$ cat config.mk
export PLATFORM = sky130hd
export DESIGN_NAME = fbf_fetch_unit
export DESIGN_NICKNAME = d
export VERILOG_FILES = /design/src/rtl/fbf_pkg.sv /design/src/rtl/fbf_strobe_gen.sv /design/src/rtl/fbf_addr_gen.sv /design/src/rtl/fbf_pixel_path.sv /design/src/rtl/fbf_fetch_unit.sv
export SDC_FILE = /design/constraint.sdc
export NUM_CORES = 1
export LEC_CHECK = 0
export BUFFER_PORTS_ARGS = -buffer_cell sky130_fd_sc_hd__buf_2
export CAP_MARGIN = 30
export CORE_MARGIN = 8
export CORE_UTILIZATION = 50
export DETAILED_ROUTE_END_ITERATION = 8
export PLACE_DENSITY = 0.75
export SLEW_MARGIN = 20
export SYNTH_ARGS = -nofsm -noshare
export SYNTH_HDL_FRONTEND = slang
export SYNTH_SLANG_ARGS = --single-unit
$ cat constraint.sdc
create_clock -name clk -period 1.56 [get_ports clk]
set_input_delay 0.312 -clock clk [delete_from_list [all_inputs] [get_ports clk]]
set_output_delay 0.312 -clock clk [all_outputs]
set_load 0.02 [all_outputs]
$ cat src/rtl/fbf_pkg.sv
package fbf_pkg;

    // Packed so that {b, g, r} lines up with the low six bits of a stored byte.
    typedef struct packed {
        logic [1:0] b;
        logic [1:0] g;
        logic [1:0] r;
    } rgb_t;

    function automatic rgb_t fbf_decode(input logic [7:0] px_byte);
        rgb_t c;
        c.r = px_byte[1:0];
        c.g = px_byte[3:2];
        c.b = px_byte[5:4];
        return c;
    endfunction

endpackage

$ cat src/rtl/fbf_strobe_gen.sv
module fbf_strobe_gen #(
    parameter int CLK_DIV = 4
) (
    input  logic clk,
    input  logic rst,
    output logic stb
);
    localparam int CNT_W = (CLK_DIV > 1) ? $clog2(CLK_DIV) : 1;
    localparam logic [CNT_W-1:0] CNT_LAST = CNT_W'(CLK_DIV - 1);

    typedef struct packed {
        logic [CNT_W-1:0] cnt;
        logic             stb;
    } stb_state_t;

    stb_state_t st_d, st_q;

    always_comb begin
        st_d     = st_q;
        st_d.stb = (st_q.cnt == CNT_LAST);
        if (st_q.cnt == CNT_LAST) begin
            st_d.cnt = '0;
        end else begin
            st_d.cnt = st_q.cnt + 1'b1;
        end
    end

    always_ff @(posedge clk) begin
        if (rst) begin
            st_q <= '0;
        end else begin
            st_q <= st_d;
        end
    end

    assign stb = st_q.stb;

endmodule

$ cat src/rtl/fbf_addr_gen.sv
module fbf_addr_gen #(
    parameter int FRAME_PIX = 307200,
    parameter int ADDR_W    = $clog2(FRAME_PIX)
) (
    input  logic              clk,
    input  logic              rst,
    input  logic              fetch,
    input  logic              frame_start,
    output logic [ADDR_W-1:0] rd_addr,
    output logic              rd_en
);
    localparam logic [ADDR_W-1:0] ADDR_LAST = ADDR_W'(FRAME_PIX - 1);

    typedef struct packed {
        logic [ADDR_W-1:0] nxt;
        logic [ADDR_W-1:0] addr;
        logic              en;
    } addr_state_t;

    addr_state_t st_d, st_q;

    always_comb begin
        st_d    = st_q;
        st_d.en = 1'b0;
        if (fetch) begin
            st_d.en   = 1'b1;
            st_d.addr = st_q.nxt;
            if (st_q.nxt == ADDR_LAST) begin
                st_d.nxt = '0;
            end else begin
                st_d.nxt = st_q.nxt + 1'b1;
            end
        end
        // Rewind wins over the step of a coincident fetch.
        if (frame_start) begin
            st_d.nxt = '0;
        end
    end

    always_ff @(posedge clk) begin
        if (rst) begin
            st_q <= '0;
        end else begin
            st_q <= st_d;
        end
    end

    assign rd_addr = st_q.addr;
    assign rd_en   = st_q.en;

endmodule

$ cat src/rtl/fbf_pixel_path.sv
module fbf_pixel_path
    import fbf_pkg::*;
(
    input  logic       clk,
    input  logic       rst,
    input  logic       stb,
    input  logic       active,
    input  logic       rd_en,
    input  logic [7:0] rd_data,
    output rgb_t       rgb
);
    typedef struct packed {
        logic       lat;
        logic [7:0] px_byte;
        logic       pend;
        rgb_t       rgb;
    } pix_state_t;

    pix_state_t st_d, st_q;

    always_comb begin
        st_d     = st_q;
        st_d.lat = rd_en;
        if (st_q.lat) begin
            st_d.px_byte = rd_data;
        end
        if (stb) begin
            st_d.rgb  = st_q.pend ? fbf_decode(st_q.px_byte) : '0;
            st_d.pend = active;
        end
        if (!active) begin
            st_d.rgb = '0;
        end
    end

    always_ff @(posedge clk) begin
        if (rst) begin
            st_q <= '0;
        end else begin
            st_q <= st_d;
        end
    end

    assign rgb = st_q.rgb;

endmodule

$ cat src/rtl/fbf_fetch_unit.sv
module fbf_fetch_unit
    import fbf_pkg::*;
#(
    parameter int H_PIX   = 640,
    parameter int V_LINES = 480,
    parameter int CLK_DIV = 4,
    localparam int FRAME_PIX = H_PIX * V_LINES,
    localparam int ADDR_W    = $clog2(FRAME_PIX)
) (
    input  logic              clk,
    input  logic              rst,
    input  logic              hblank,
    input  logic              vblank,
    input  logic              frame_start,
    input  logic [7:0]        rd_data,
    output logic [ADDR_W-1:0] rd_addr,
    output logic              rd_en,
    output logic [1:0]        red,
    output logic [1:0]        green,
    output logic [1:0]        blue
);
    logic stb;
    logic active;
    logic fetch;
    rgb_t rgb;

    assign active = !(hblank || vblank);
    assign fetch  = stb && active;

    fbf_strobe_gen #(
        .CLK_DIV (CLK_DIV)
    ) i_strobe (
        .clk (clk),
        .rst (rst),
        .stb (stb)
    );

    fbf_addr_gen #(
        .FRAME_PIX (FRAME_PIX),
        .ADDR_W    (ADDR_W)
    ) i_addr (
        .clk         (clk),
        .rst         (rst),
        .fetch       (fetch),
        .frame_start (frame_start),
        .rd_addr     (rd_addr),
        .rd_en       (rd_en)
    );

    fbf_pixel_path i_pix (
        .clk     (clk),
        .rst     (rst),
        .stb     (stb),
        .active  (active),
        .rd_en   (rd_en),
        .rd_data (rd_data),
        .rgb     (rgb)
    );

    assign red   = rgb.r;
    assign green = rgb.g;
    assign blue  = rgb.b;

endmodule

---- Yosys cells after proc, flatten, opt, wreduce, memory -nomap -nowiden ----
Index checks and enable logic that the tools add are counted.
storage, ports and cells
  flip-flop bits (word level) ............. 56
  input bits .............................. 13
  output and inout port bits .............. 26
  word-level logic and storage cells ...... 24
operators by class
  $add $sub $neg .......................... 2
  eq/ne operators ......................... 2
  muxes and demuxes ....................... 3
  reductions and logical operators ........ 6
operator list
  cell                   count
  $add 19x1->19 const B  1
  $eq 19x19->1 const B   1
  $mux 19                1
  $mux 6                 1
  $reduce_or 2->1        3
  $add 2x1->2 const B    1
  $eq 2x2->1 const B     1
  $logic_and 1x1->1      1
  $logic_not 1->1        1
  $logic_or 1x1->1       1
  $mux 1                 1

---- Longest topological paths before layout ----
  depth in word-level cells ............... 4
  depth in mapped cells ................... 6
  gate-level depth less buffers ........... 5

---- Hierarchy ----
Synthesis repeated with hierarchy kept, for this count alone.
unflattened totals
  cells, all modules ...................... 269
  area total of the unflattened synthesis .. 2518.7 µm²
modules (own cells, without submodules)
  module          times used  cells each  area an instance (µm²)
  fbf_addr_gen    1           203         1818.0
  fbf_pixel_path  1           57          580.6
  fbf_strobe_gen  1           7           103.8
  fbf_fetch_unit  1           2           16.3

---- Worst setup path after synthesis ----
No wires, ideal clock.
  kind .................................... reg2reg
  start point ............................. register i_addr.st_q[21] (netlist bit)
  end point ............................... register i_addr.st_q[23] (netlist bit)
  setup time .............................. 0.117 ns
  data arrival time ....................... 1.600 ns
  slack ................................... -0.157 ns
  stages on the path, launching flop included .. 7
  path buffers ............................ 1
  period minus slack after synthesis ...... 1.717 ns
  cell sequence ........................... dfxtp_1 ha_1 nand3_1 nand2b_1 o31ai_1 buf_2 nor2_1
between the ends
  longest elaborated chain between the ends .. 2
  elaborated cells between the ends (all ways) .. 3
RTL lines
  item                                           RTL line                                source
  start: declaration                             fbf_addr_gen.sv:20                      addr_state_t st_d, st_q;
  start signal: assignment                       fbf_addr_gen.sv:44                      st_q <= st_d;
  $add 19x1->19 or $eq 19x19->1 (tied branches)  fbf_addr_gen.sv:31, fbf_addr_gen.sv:28
  $mux 19 (*)                                    fbf_addr_gen.sv:28                      if (st_q.nxt == ADDR_LAST) begin
Mark *: on every way between the ends. The rest lies on a longest branch, timed or not.
A chain may end at the register's enable or synchronous reset.

---- Final worst setup path ----
  start point ............................. register i_strobe.st_q, in the netlist i_strobe.stb
  end point ............................... register i_addr.st_q[38] (netlist bit)
between the ends
  longest elaborated chain between the ends .. 1
RTL lines
  item                      RTL line              source
  start: declaration        fbf_strobe_gen.sv:16  stb_state_t st_d, st_q;
  start signal: assignment  fbf_strobe_gen.sv:32  st_q <= st_d;
  $logic_and 1x1->1         fbf_fetch_unit.sv:28  assign fetch = stb && active;
Every way passes these cells.

==> metrics.md <==
| Metric | Value |
|---|---|
| DR DRC count | `0` |
| First-pass GRT wire length | `8760 um` |
| Max Transition Viols Final | `0` |
| Top cells by area, synth | `dfxtp_1 (47%), buf_4 (7.9%), nand2_1 (7.4%), a21oi_1 (6.5%), mux2i_1 (3.8%)` |
| Yosys reg bits | `56` |
| Top Ports | `39` |
| Final worst path period share | `108%` |
| Layout net count | `338` |
| WL/cell | `14.4 um` |
| Non-Filler Instances | `378` |
| Worst Setup Slack, final | `-125 ps` |
| Top cell type's share of synthesized area | `47.3%` |
| N_diodes | `0` |
| Setup slack, reg-to-reg | `-130 ps` |
| Total grt overflow | `0` |
| Required @ worst endpoint | `1770 ps` |
| CTS tree | `yes` |
| Cells after DPL | `361` |
| Most Crowded Layer GR | `met2` |
| Die height | `84.9 um` |
| M3 GR Usage | `4.63%` |
| Fraction of layout cells with a size suffix above 1 | `35.2%` |
| Footprint of the multi-input gates | `0.00111 mm2` |
| Clock latency on the worst-skew pair | `320 ps` |
| Critical path arrival | `1890 ps` |
| Placed cell area | `0.00265 mm2` |
| Most common cell in the netlist | `dfxtp_1` |
| Dpl hpwl | `3670 um` |
| Lkg Pwr | `1.12 nW` |
| Final hold vios | `0` |
| Width of the die | `84.9 um` |
| Fin Setup TNS | `-547 ps` |
| Final Total Pwr | `2.33 mW` |
| Max Root-Sink Buffers | `2` |
| Number of port buffers | `36` |
| Core area | `0.00466 mm2` |
| Worst slew pin tran | `366 ps` |
| PwrDens | `795 mW/mm2` |
| Largest net degree at the start of global routing | `22` |
| YS warnings | `0` |
| Via density | `5.39` |
| DRT antenna net count | `0` |
| Peak VDD IR | `0.000375 V` |
| GRT Overall Usage | `14.9%` |
| Clk slew on worst S/H paths | `100 ps` |
| Worst Setup Start Kind | `flop` |
| Status | `finished with violations` |
| Synth Area per Inst | `8.60 um2` |
| Netlist cell types | `33` |
| HP Class | `in -> reg` |
| Number of DRC markers in iteration 0 | `97` |
| Top cells by count, synth | `dfxtp_1 (56), nand2_1 (47), a21oi_1 (31)` |
| Synth-to-Final Area Change | `23.6%` |
| Mapped Area | `0.00237 mm2` |
| Seq/Total Area, Yosys | `47.3%` |
| Total of max-cap violations | `0` |
| Max transition margin | `75.6%` |
| Critical path endpoint category | `flop` |
| Fillers | `370` |
| Largest area contributor in the netlist | `dfxtp_1` |
| Cts hold-fix bufs | `0` |
| Cells after Synth | `276` |
| Primary FF master, synth | `dfxtp_1` |
| # setup viols final | `13` |
| Register area | `0.00113 mm2` |
| Min cycle time layout | `1690 ps` |
| CTS H-tree depth | `2` |
| Clk sinks | `56` |
| Failing checks | `negative setup slack` |
| Die Area | `0.00720 mm2` |
| Clk_skew | `9.49 ps` |
| GR Layer Usage met1 | `16.8%` |
| Post-route cell area | `0.00293 mm2` |
| WL final | `5460 um` |
| Unrepaired setup endpoints after global routing | `yes` |
| Final Wtd Congestion | `0.849` |
| Vias in the first global route | `1892` |
| Clock buffer count from CTS | `5` |
| Setup CP Type | `reg -> reg` |
| EDFF count, synth | `0` |
| First drt pass iteration count | `4` |
| Initial Utilization | `50.9%` |
| Ys async rst share | `0%` |
| Routed via count | `2038` |
| Syn nets | `291` |
| Met2 Use GR | `25.4%` |
| Root buffer cell | `clkbuf_8` |
| Row count | `25` |
| Worst Hold Slack | `226 ps` |
| Worst-path maximum fanout | `5` |
| Initial antenna violation count | `0` |
| Fmax | `593 MHz` |
[registers in the layout, indices dropped and copies added, names as in the netlist]
signal and cells:
i_addr.rd_en 1, i_pix.rgb 6, i_strobe.st_q 2, i_pix.st_q 8
i_strobe.stb 1, i_addr.st_q 19, i_addr.rd_addr 19
[final timing paths]
path / from / to / cells past startpoint
worst max-delay path: i_strobe.stb / i_addr.st_q[38] / 5
worst min-delay path: rd_data[0] / i_pix.st_q[7] / 3
worst max register to register: i_strobe.stb / i_addr.st_q[38] / 5
worst min register to register: i_strobe.st_q[1] / i_strobe.st_q[1] / 1
[stage by stage]
stage / util (%) / setup WS (ps)
2_1_floorplan: - / -25.8
3_5_place_dp: 56.8 / -198
6_report: 62.9 / -125
5_1_grt: 62.9 / -199
3_3_place_gp: 56.8 / -175
4_1_cts: 59.8 / -86.9
[worst max-delay path, cell delays in order, from the launching register on]
cell and delay, ps:
dfxtp_2 360, or3b_4 430, nor4_4 280, buf_4 180, mux2i_1 80, nor4_1 240
[metal layers]
layer  vias to the layer above  routed length, um
li1                       1013                  -
met1                       973               2330
met2                        43               2760
met3                         9                264
met4                         0                106
met5                         -                  0
[cell type report]
cell class,instances,share of cell area [%]
flip-flops and latches,56,38.4
well taps,54,2.30
clock buffers,5,2.35
repair buffers,80,17.9
inverters,2,0.256
clock inverters,3,0.811
multi-input cells,178,38.0
[cells by family after synthesis]
| group | synth area share, % |
|---|---|
| fa+ha+maj | 1.05 |
| buf+inv | 10.8 |
| compound gates | 9.18 |
| mux | 3.80 |
| flops | 47.3 |
| xor+xnor | 3.69 |
| simple gates | 24.2 |
[layout by cell type (no fill, tap or decap), types with 5 or more instances in the layout]
cell / n
nand4_1: 6
clkbuf_8: 5
nand2_1: 47
nand3_1: 10
buf_2: 36
mux2i_1: 9
dfxtp_1: 52
xor2_1: 6
buf_4: 40
nor2_1: 22
a21oi_1: 28
[power by group]
group / switching, mW / internal, mW / total [mW]
registers: 0.00443 / 1.44 / 1.44
clock network: 0.488 / 0.319 / 0.807
logic: 0.0501 / 0.0338 / 0.0839
total: 0.543 / 1.79 / 2.33
[repair_timing]
action,in CTS,in global routing
cloned,0,1
setup endpoints to repair,16,17
resized for setup,6,24
pin swaps,8,9
setup buffers,3,5
No activity file was read; power rests on OpenSTA's default activity.
